**src/rtl/aud_rx_pkg.sv**
```systemverilog
package aud_rx_pkg;

  // half length (in bits) that makes a packed 16-bit frame
  localparam int PACK_HALF = 16;

  typedef struct packed {
    logic       i2s;
    logic       pol;
    logic [5:0] wbits;
  } aud_cfg_t;

  // word-length code is not in binary order
  function automatic logic [5:0] wl_decode(input logic [1:0] code);
    logic [5:0] w;
    unique case (code)
      2'b00:   w = 6'd16;
      2'b01:   w = 6'd20;
      2'b10:   w = 6'd24;
      default: w = 6'd18;
    endcase
    return w;
  endfunction

endpackage

```
**src/rtl/aud_cfg_sel.sv**
```systemverilog
module aud_cfg_sel
  import aud_rx_pkg::*;
(
  input  logic       hw_mode,
  input  logic [1:0] strap,
  input  logic       reg_i2s,
  input  logic [1:0] reg_wlen,
  input  logic       reg_pol,
  output aud_cfg_t   cfg_o
);

  always_comb begin
    if (hw_mode) begin
      cfg_o.i2s   = (strap == 2'b11);
      cfg_o.pol   = 1'b0;
      cfg_o.wbits = wl_decode(strap);
    end else begin
      cfg_o.i2s   = reg_i2s;
      cfg_o.pol   = reg_pol;
      cfg_o.wbits = wl_decode(reg_wlen);
    end
  end

endmodule

```
**src/rtl/aud_frame_trk.sv**
```systemverilog
module aud_frame_trk
  import aud_rx_pkg::*;
#(
  parameter int CNT_W = 8
) (
  input  logic             clk,
  input  logic             rst_n,
  input  logic             bck,
  input  logic             lrc,
  input  logic             pol,
  output logic             rise_o,
  output logic             bnd_o,
  output logic [CNT_W-1:0] idx_o,
  output logic             cap_l_o,
  output logic             cap_r_o,
  output logic             pk_o
);

  localparam logic [CNT_W-1:0] CMAX   = '1;
  localparam logic [CNT_W-1:0] PK_LEN = CNT_W'(2 * PACK_HALF);

  logic             bck_q, lrc_q, start_q, sync_q, lok_q, hls_q, pk_q;
  logic             lrc_d, start_d, sync_d, lok_d, hls_d, pk_d;
  logic [1:0]       streak_q, streak_d;
  logic [CNT_W-1:0] pos_q, pos_d, cnt_q, cnt_d;
  logic             new_left, lstart;

  always_comb begin
    rise_o   = bck & ~bck_q;
    bnd_o    = rise_o & start_q & (lrc ^ lrc_q);
    new_left = lrc ^ pol;
    lstart   = bnd_o & new_left;
    cap_l_o  = bnd_o & sync_q & ~new_left;
    cap_r_o  = bnd_o & sync_q & new_left & lok_q;
    idx_o    = bnd_o ? '0 : pos_q;
    pk_o     = pk_q;

    lrc_d    = lrc_q;
    start_d  = start_q;
    sync_d   = sync_q;
    lok_d    = lok_q;
    hls_d    = hls_q;
    pos_d    = pos_q;
    cnt_d    = cnt_q;
    streak_d = streak_q;

    if (rise_o) begin
      lrc_d   = lrc;
      start_d = 1'b1;
      if (pos_q != CMAX) pos_d = pos_q + 1'b1;
      if (cnt_q != CMAX) cnt_d = cnt_q + 1'b1;
    end
    if (bnd_o) begin
      sync_d = 1'b1;
      pos_d  = CNT_W'(1);
    end
    if (cap_l_o) lok_d = 1'b1;
    if (lstart) begin
      hls_d = 1'b1;
      cnt_d = CNT_W'(1);
      if (hls_q) begin
        if (cnt_q == PK_LEN) streak_d = (streak_q == 2'd2) ? 2'd2 : streak_q + 2'd1;
        else                 streak_d = 2'd0;
      end
    end
    pk_d = (streak_d == 2'd2);
  end

  always_ff @(posedge clk or negedge rst_n) begin
    if (!rst_n) begin
      bck_q    <= 1'b0;
      lrc_q    <= 1'b0;
      start_q  <= 1'b0;
      sync_q   <= 1'b0;
      lok_q    <= 1'b0;
      hls_q    <= 1'b0;
      pk_q     <= 1'b0;
      streak_q <= 2'd0;
      pos_q    <= '0;
      cnt_q    <= '0;
    end else begin
      bck_q    <= bck;
      lrc_q    <= lrc_d;
      start_q  <= start_d;
      sync_q   <= sync_d;
      lok_q    <= lok_d;
      hls_q    <= hls_d;
      pk_q     <= pk_d;
      streak_q <= streak_d;
      pos_q    <= pos_d;
      cnt_q    <= cnt_d;
    end
  end


  pk_at_lstart_chk: assert property (@(posedge clk) disable iff (!rst_n)
    $rose(pk_q) |-> $past(lstart));

endmodule

```
**src/rtl/aud_lane_cap.sv**
```systemverilog
module aud_lane_cap #(
  parameter int SAMPLE_W = 24,
  parameter int CNT_W    = 8
) (
  input  logic                clk,
  input  logic                rst_n,
  input  logic                rise_i,
  input  logic                bnd_i,
  input  logic [CNT_W-1:0]    idx_i,
  input  logic                sd_i,
  input  logic                i2s_i,
  input  logic [5:0]          shamt_i,
  input  logic                cap_l_i,
  input  logic                cap_r_i,
  output logic [SAMPLE_W-1:0] left_o,
  output logic [SAMPLE_W-1:0] right_o
);

  logic [SAMPLE_W-1:0] sr_q, sr_d, acc_q, acc_d, hold_q, hold_d;
  logic [SAMPLE_W-1:0] outl_d, outr_d, word;

  always_comb begin
    word   = i2s_i ? acc_q : (sr_q << shamt_i);
    sr_d   = sr_q;
    acc_d  = acc_q;
    hold_d = hold_q;
    outl_d = left_o;
    outr_d = right_o;
    if (rise_i) begin
      sr_d = {sr_q[SAMPLE_W-2:0], sd_i};
      if (bnd_i) acc_d = '0;
      else begin
        for (int b = 0; b < SAMPLE_W; b++) begin
          if (idx_i == CNT_W'(SAMPLE_W - b)) acc_d[b] = sd_i;
        end
      end
    end
    if (cap_l_i) hold_d = word;
    if (cap_r_i) begin
      outl_d = hold_q;
      outr_d = word;
    end
  end

  always_ff @(posedge clk or negedge rst_n) begin
    if (!rst_n) begin
      sr_q    <= '0;
      acc_q   <= '0;
      hold_q  <= '0;
      left_o  <= '0;
      right_o <= '0;
    end else begin
      sr_q    <= sr_d;
      acc_q   <= acc_d;
      hold_q  <= hold_d;
      left_o  <= outl_d;
      right_o <= outr_d;
    end
  end


  out_hold_chk: assert property (@(posedge clk) disable iff (!rst_n)
    !$past(rise_i) |-> ($stable(left_o) && $stable(right_o)));

endmodule

```
**src/rtl/aud_rx_top.sv**
```systemverilog
module aud_rx_top
  import aud_rx_pkg::*;
#(
  parameter int LANES    = 3,
  parameter int SAMPLE_W = 24,
  parameter int CNT_W    = 8
) (
  input  logic                      clk,
  input  logic                      rst_n,
  input  logic                      hw_mode,
  input  logic [1:0]                strap,
  input  logic                      reg_i2s,
  input  logic [1:0]                reg_wlen,
  input  logic                      reg_pol,
  input  logic                      bck,
  input  logic                      lrc,
  input  logic [LANES-1:0]          sdata,
  output logic [LANES*SAMPLE_W-1:0] left_o,
  output logic [LANES*SAMPLE_W-1:0] right_o,
  output logic                      valid_o
);

  localparam logic [5:0] PK_SH = 6'(SAMPLE_W - PACK_HALF);

  aud_cfg_t         cfg;
  logic             rise, bnd, cap_l, cap_r, pk;
  logic [CNT_W-1:0] idx;
  logic [5:0]       shamt;

  aud_cfg_sel u_cfg (
    .hw_mode (hw_mode),
    .strap   (strap),
    .reg_i2s (reg_i2s),
    .reg_wlen(reg_wlen),
    .reg_pol (reg_pol),
    .cfg_o   (cfg)
  );

  aud_frame_trk #(.CNT_W(CNT_W)) u_trk (
    .clk    (clk),
    .rst_n  (rst_n),
    .bck    (bck),
    .lrc    (lrc),
    .pol    (cfg.pol),
    .rise_o (rise),
    .bnd_o  (bnd),
    .idx_o  (idx),
    .cap_l_o(cap_l),
    .cap_r_o(cap_r),
    .pk_o   (pk)
  );

  always_comb begin
    if (!cfg.i2s && pk) shamt = PK_SH;
    else                shamt = 6'(SAMPLE_W) - cfg.wbits;
  end

  for (genvar g = 0; g < LANES; g++) begin : g_lane
    aud_lane_cap #(.SAMPLE_W(SAMPLE_W), .CNT_W(CNT_W)) u_lane (
      .clk    (clk),
      .rst_n  (rst_n),
      .rise_i (rise),
      .bnd_i  (bnd),
      .idx_i  (idx),
      .sd_i   (sdata[g]),
      .i2s_i  (cfg.i2s),
      .shamt_i(shamt),
      .cap_l_i(cap_l),
      .cap_r_i(cap_r),
      .left_o (left_o[g*SAMPLE_W +: SAMPLE_W]),
      .right_o(right_o[g*SAMPLE_W +: SAMPLE_W])
    );
  end

  always_ff @(posedge clk or negedge rst_n) begin
    if (!rst_n) valid_o <= 1'b0;
    else        valid_o <= cap_r;
  end


  valid_pulse_chk: assert property (@(posedge clk) disable iff (!rst_n)
    valid_o |=> !valid_o);


  valid_after_rise_chk: assert property (@(posedge clk) disable iff (!rst_n)
    valid_o |-> $past(rise));

endmodule

```
**config.mk**
```make
export PLATFORM = sky130hd
export DESIGN_NAME = aud_rx_top
export DESIGN_NICKNAME = d
export VERILOG_FILES = /design/src/rtl/aud_rx_pkg.sv /design/src/rtl/aud_cfg_sel.sv /design/src/rtl/aud_frame_trk.sv /design/src/rtl/aud_lane_cap.sv /design/src/rtl/aud_rx_top.sv
export SDC_FILE = /design/constraint.sdc
export NUM_CORES = 1
export LEC_CHECK = 0
export ABC_AREA = 1
export BUFFER_PORTS_ARGS = -buffer_cell sky130_fd_sc_hd__clkbuf_2
export CAP_MARGIN = 20
export CORE_MARGIN = 5
export CORE_UTILIZATION = 40
export DETAILED_ROUTE_END_ITERATION = 7
export HOLD_SLACK_MARGIN = 0.08
export SLEW_MARGIN = 20
export SYNTH_ARGS = -nofsm -noshare
export SYNTH_HDL_FRONTEND = slang
export SYNTH_SLANG_ARGS = --single-unit
export TNS_END_PERCENT = 20
```
**constraint.sdc**
```tcl
create_clock -name clk -period 2 [get_ports clk]
set_clock_uncertainty 0.05 [all_clocks]
set_input_delay 0.1 -clock clk [delete_from_list [all_inputs] [get_ports clk]]
set_output_delay 0.1 -clock clk [all_outputs]
set_load 0.03 [all_outputs]
```
== Word-level counts from Yosys, hierarchy flattened ==
Index checks and enable logic that the tools add are counted.

* Input port bits: 14
* Register bits after elaboration: 386
* Output and inout port bits: 145
* Logic and storage cells: 299

* Shifts and indexed selects: 3
* Equal/unequal tests: 34
* Multiplexer cells: 93
* Reduce and logical (&&, ||, !) cells: 58
* Bitwise gates (word level): 12
* $add $sub $neg: 4

{| class="wikitable"
|+ Operators by type and width
! kind !! number
|-
| $mux W24 || 6
|-
| $eq A8 B5 Y1 const B || 9
|-
| $mux W1 || 72
|-
| $shl A24 B6 Y24 || 3
|-
| $eq A8 B4 Y1 const B || 8
|-
| $mux W8 || 8
|-
| $reduce_bool A2 Y1 || 28
|-
| $reduce_and A2 Y1 || 26
|-
| $eq A8 B3 Y1 const B || 4
|-
| $pmux W4 S3 || 2
|-
| $add A8 B1 Y8 const B || 2
|-
| $eq A8 B2 Y1 const B || 2
|-
| $ne A8 B8 Y1 const B || 2
|-
| $eq A2 B2 Y1 const B || 5
|-
| $and A1 B1 Y1 || 8
|-
| $eq A8 B1 Y1 const B || 1
|-
| $eq A8 B6 Y1 const B || 1
|-
| $mux W2 || 4
|-
| $mux W6 || 1
|-
| $sub A5 B6 Y6 const A || 1
|-
| $eq A2 B1 Y1 const B || 2
|-
| $logic_not A2 Y1 || 2
|-
| $add A2 B1 Y2 const B || 1
|-
| $not A1 Y1 || 2
|-
| 3 further kinds || 4
|}

== Longest topological paths before layout ==
* Depth after elaboration: 8
* Gate-level depth with buffers: 18
* Mapped depth without buffers: 15

== By module ==
Synthesis repeated with hierarchy kept, for this count alone.

* Cells, all modules: 2710
* Area, all modules: 20125.6 um^2

{| class="wikitable"
|+ By module, submodules not included
! module !! instances !! area an instance (um^2) !! cells an instance !! sequential area each (um^2)
|-
| aud_lane_cap || 3 || 6114.6 || 823 || 3002.9
|-
| aud_frame_trk || 1 || 1526.5 || 190 || 625.6
|-
| aud_rx_top || 1 || 150.1 || 28 || 25.0
|-
| aud_cfg_sel || 1 || 105.1 || 23 || 0.0
|}

== Worst setup path before layout ==
No wires, ideal clock.

* Path type: input to register
* Start point: input port hw_mode
* End point: register g_lane[1].u_lane.right_o[22]
* Setup time: 0.117 ns
* Data arrival time: 2.027 ns
* Stages on the path: 17
* Path slack: -0.193 ns
* Required time: 1.833 ns
* Buffers on the path: 4
* Cell sequence: nand3_1 nand2_1 buf_2 buf_2 inv_1 ha_1 inv_1 ha_1 inv_1 o21ai_2 inv_2 buf_2 buf_2 nand3_1 nand2_1 nand2_1 nand2_1

* Longest elaborated chain between the ends: 6
* Elaborated cells on any way between the ends: 10
* Those cells by class: 1 x add/sub; 1 x shift; 3 x mux; 3 x bitwise; 2 x reduce/logical

{| class="wikitable"
|+ RTL lines
! what !! line !! source
|-
| start: declaration || aud_rx_top.sv:10 || <nowiki>input logic hw_mode,</nowiki>
|-
| $mux W8 (*) || aud_cfg_sel.sv:13 || <nowiki>if (hw_mode) begin</nowiki>
|-
| parallel branches: the longest is 5 deep, another holds $sub A5 B6 Y6 || - ||
|-
| end signal: assignment || aud_lane_cap.sv:57 || <nowiki>right_o <= outr_d;</nowiki>
|-
| end: declaration || aud_lane_cap.sv:16 || <nowiki>output logic [SAMPLE_W-1:0] right_o</nowiki>
|}

Mark *: on every way between the ends.
A chain may end at the register's enable or synchronous reset.

== Final worst setup path ==
* Start point: register u_trk.lrc_q
* End point: register g_lane[1].u_lane.hold_q[10]

* Longest elaborated chain between the ends: 4

{| class="wikitable"
|+ RTL lines
! what !! line !! source
|-
| start: declaration || aud_frame_trk.sv:22 || <nowiki>logic bck_q, lrc_q, start_q, sync_q, lok_q, hls_q, pk_q;</nowiki>
|-
| start signal: assignment || aud_frame_trk.sv:83 || <nowiki>lrc_q <= lrc_d;</nowiki>
|-
| $xor A1 B1 Y1 || aud_frame_trk.sv:30 || <nowiki>bnd_o = rise_o & start_q & (lrc ^ lrc_q);</nowiki>
|-
| $and A1 B1 Y1 || aud_frame_trk.sv:30 ||
|-
| $and A1 B1 Y1 (2 in series) || aud_frame_trk.sv:33 || <nowiki>cap_l_o = bnd_o & sync_q & ~new_left;</nowiki>
|-
| end signal: assignment || aud_lane_cap.sv:55 || <nowiki>hold_q <= hold_d;</nowiki>
|-
| end: declaration || aud_lane_cap.sv:19 || <nowiki>logic [SAMPLE_W-1:0] sr_q, sr_d, acc_q, acc_d, hold_q, hold_d;</nowiki>
|}

No other way between the ends.

==> flow_summary.json <==
{
  "outcome": "finished with violations",
  "violations": "negative setup slack",
  "worst_slew_pin_slew_ns": 0.7639,
  "path_max_fanout": 17,
  "drc_errors": 0,
  "placedInstanceArea_um2": 20540,
  "power_leakage_uw": 0.01181,
  "fin_area_um2": 22840,
  "finalWorstSetupSlack_ns": -0.0009210,
  "switching_share": 0.3929,
  "worst_setup_path_start_kind": "flop",
  "nets": 2584,
  "critPathKind": "flop to flop",
  "arrival_ns": 2.41,
  "cts_root_buf": "clkbuf_16",
  "syn_avg_cell_area_um2": 7.826,
  "die_h_um": 221.6,
  "total_power_uw": 30690,
  "max-vdd-ir-drop_v": 0.0009312,
  "fin_util": 0.5166,
  "synth-compound-area-share": 0.07480,
  "wire_per_inst_um": 18.54,
  "pwr_density_cell_nw_per_um2": 1343,
  "yosys.cell_types.count": 32,
  "cap_violations": 0,
  "synth_seq_cells": 386,
  "grt_pass1_vias": 16100,
  "p_seq_frac": 0.385,
  "crit_required_ns": 2.41,
  "hpwlAfterDp_um": 40400,
  "port-buffer-count": 158,
  "core_um2": 44220,
  "grt_remaining_overflow": 0,
  "viasPerCell": 5.240,
  "synthXorXnorAreaFrac": 0.002933,
  "cts_buffer_depth": 3,
  "routed-via-count": 16680,
  "power_switching_uw": 12060,
  "comb_power_share": 0.349,
  "place_ws_ns": -0.2970,
  "yosys_warnings": 0,
  "holdCritPathClass": "primary input to flop",
  "relSlewSlack": 0.4907,
  "synthSimpleGateAreaFrac": 0.3163,
  "synth-edff-count": 0,
  "cts_htree_levels": 2,
  "post-route-period-util": 1.000,
  "numCtsBuffers": 42,
  "grt.total_usage": 0.2263,
  "synthMuxAreaShare": 0,
  "syn_to_final_growth_pct": 27.52,
  "grt_pass1_wl_um": 90760,
  "insertedDiodeCount": 0,
  "postRouteAntennaNets": 0,
  "rsz0062_at_grt": "true",
  "hold_violations": 0,
  "synthArstFlopShare": 1.000,
  "max_freq_ghz": 0.4998,
  "synth_fa_ha_area_frac": 0.004191,
  "grt_max_degree": 93,
  "synth_fp_nets": 2309,
  "fill_cells": 4210,
  "drtPass1Iterations": 6,
  "clockPowerShare": 0.266,
  "rows": 77,
  "yosysSeqAreaShare": 0.5392,
  "dieArea_um2": 49120,
  "postSynthCellCount": 2289,
  "cts.clk_slew.worst_paths_ns": 0.06,
  "die_w_um": 221.6,
  "gp_congestion": 0.9254,
  "antenna_found_initial": 0,
  "cts_sinks": 386,
  "cts_tree": "yes",
  "setup_violations": 1,
  "fin_crit_ns": 2.001,
  "synth_top_family_by_area": "simple AND/OR/NAND/NOR gates",
  "start_util": 0.4051,
  "drtIter0Drc": 1628,
  "synth_area_um2": 17910,
  "end_kind": "flop",
  "routed_wl_um": 59010,
  "drv_slew": 0,
  "layout-drive-gt1-share": 0.1895,
  "ioPinCount": 159,
  "p_int_uw": 18630,
  "clk_latency_ns": 0.59,
  "dominantRegCellSynth": "dfrtp_1"
}
[logic make-up after synthesis]
kind of cell | count (synthesis)
compound gates | 249
xor+xnor | 6
simple gates | 1369
fa+ha+maj | 6
buf+inv | 273
flops | 386
[path summary, 6_finish.rpt]
kind,start,to,slack [ns],cells past startpoint
worst min-delay path,reg_pol,u_trk.hls_q,0.16,7
worst max register to register,u_trk.lrc_q,g_lane[1].u_lane.hold_q[10],-0.0009,10
worst max-delay path,u_trk.lrc_q,g_lane[1].u_lane.hold_q[10],-0.0009,10
worst min register to register,u_trk.hls_q,u_trk.hls_q,0.41,2
min in group asynchronous,rst_n,g_lane[1].u_lane.right_o[16],0.55,3
max in group asynchronous,rst_n,g_lane[2].u_lane.sr_q[21],0.55,4
[per-layer routing]
| layer | routed length, µm | GRT usage | vias to the layer above |
|---|---|---|---|
| met5 | 0 | 0 | - |
| met4 | 1660 | 0.05667 | 0 |
| met3 | 3752 | 0.03575 | 100 |
| met2 | 26960 | 0.3550 | 580 |
| met1 | 26630 | 0.3313 | 8041 |
| li1 | - | - | 7957 |
[cells in the final DEF, fill, tap and decap left out, types with 2 or more instances in the layout]
master | netlist | final
nand2_1 | 917 | 898
dfrtp_1 | 386 | 386
nand3_1 | 371 | 369
clkbuf_2 | 1 | 157
o21ai_0 | 159 | 155
buf_4 | 5 | 149
inv_1 | 127 | 126
clkbuf_16 | 0 | 55
nor2_1 | 64 | 51
a31oi_1 | 42 | 39
buf_12 | 0 | 31
nand2_2 | 2 | 20
a21oi_1 | 23 | 19
o21ai_1 | 9 | 13
nor2_2 | 1 | 11
o31ai_1 | 13 | 10
clkbuf_8 | 0 | 10
clkbuf_1 | 61 | 7
dlygate4sd3_1 | 0 | 7
inv_2 | 8 | 6
ha_1 | 6 | 6
buf_6 | 0 | 6
xor2_1 | 6 | 5
bufinv_16 | 0 | 5
a21oi_2 | 0 | 4
buf_16 | 0 | 4
nor2_4 | 0 | 3
nor3_4 | 0 | 3
o31ai_2 | 0 | 3
buf_8 | 0 | 3
nand4_1 | 2 | 2
nand3b_1 | 2 | 2
nand3_2 | 1 | 2
a31oi_2 | 0 | 2
clkinv_8 | 0 | 2
clkinvlp_4 | 0 | 2
clkinv_2 | 0 | 2
[metrics by stage]
| stage | instances | setup TNS, ns | hold WS [ns] |
|---|---|---|---|
| finish | 3183 | -0.0009210 | 0.1579 |
| global route | 3183 | -7.570 | 0.1832 |
| CTS | 3153 | -0.0004758 | 0.1340 |
| detailed placement | 3072 | -26.75 | 0.02826 |
| global placement | 3072 | -26.02 | 0.02817 |
| floorplan | 2289 | -0.9788 | -0.2456 |
[final cells by class]
class                           count  area, µm²  area share
Clock buffer                       60       1240     0.05428
Clock inverter                     11      207.7    0.009092
Sequential cell                   386       9659      0.4228
Inverter                          135      533.0     0.02333
Multi-Input combinational cell   1630       7346      0.3216
Timing Repair Buffer              369       3118      0.1365
Tap cell                          592      740.7     0.03242
[synthesized netlist by cell type, types with 2 or more instances]
master    number  area, µm²
a31oi_1       42      262.8
xor2_1         6      52.55
nand2_2        2      12.51
nor2_1        64      240.2
ha_1           6      75.07
nand2_1      917       3442
nand4_1        2      12.51
nor3_2         4      40.04
inv_2          8      30.03
dfrtp_1      386       9659
o21ai_0      159      795.8
a21oi_1       23      115.1
o21ai_1        9      45.04
buf_2         61      305.3
clkbuf_1      61      229.0
nand3_1      371       1857
buf_1         10      37.54
o31ai_1       13      97.59
nand3b_1       2      15.01
buf_4          5      37.54
inv_1        127      476.7
[sequential cells by signal (all words and copies together) (netlist names)]
signal	count
g_lane.u_lane.hold_q	72
g_lane.u_lane.acc_q	72
u_trk.sync_q	1
g_lane.u_lane.right_o	72
g_lane.u_lane.left_o	72
u_trk.pk_o	1
u_trk.lrc_q	1
u_trk.lok_q	1
u_trk.streak_q	2
u_trk.start_q	1
u_trk.hls_q	1
u_trk.bck_q	1
u_trk.cnt_q	8
u_trk.pos_q	8
valid_o	1
g_lane.u_lane.sr_q	72
[critical path, cell delays in order (launching register included)]
cell	delay (ns)
dfrtp_1	0.40
xor2_2	0.18
nand3_2	0.11
buf_8	0.16
buf_12	0.14
nor3_4	0.23
buf_12	0.21
inv_8	0.07
clkbuf_16	0.20
nand2_1	0.08
nand2_1	0.06
[power by group through the flow]
| stage | clock network [µW] | logic [µW] | registers [µW] |
|---|---|---|---|
| 2_1_floorplan | 0 | 4270 | 13900 |
| 3_3_place_gp | 0 | 10300 | 11800 |
| 4_1_cts | 8310 | 10500 | 11800 |
| 6_report | 8180 | 10700 | 11800 |
| 3_5_place_dp | 0 | 10400 | 11900 |
| 5_1_grt | 8640 | 11700 | 12100 |
[repair_timing]
action	4_1_cts	5_1_grt
endpoints found under the hold margin	408	0
pin swaps	1	9
endpoints found under the setup margin	159	277
resized for setup	11	71
hold buffers	7	0
buffers inserted	2	17
gates cloned	1	13
(Power assumes the default switching activity.)
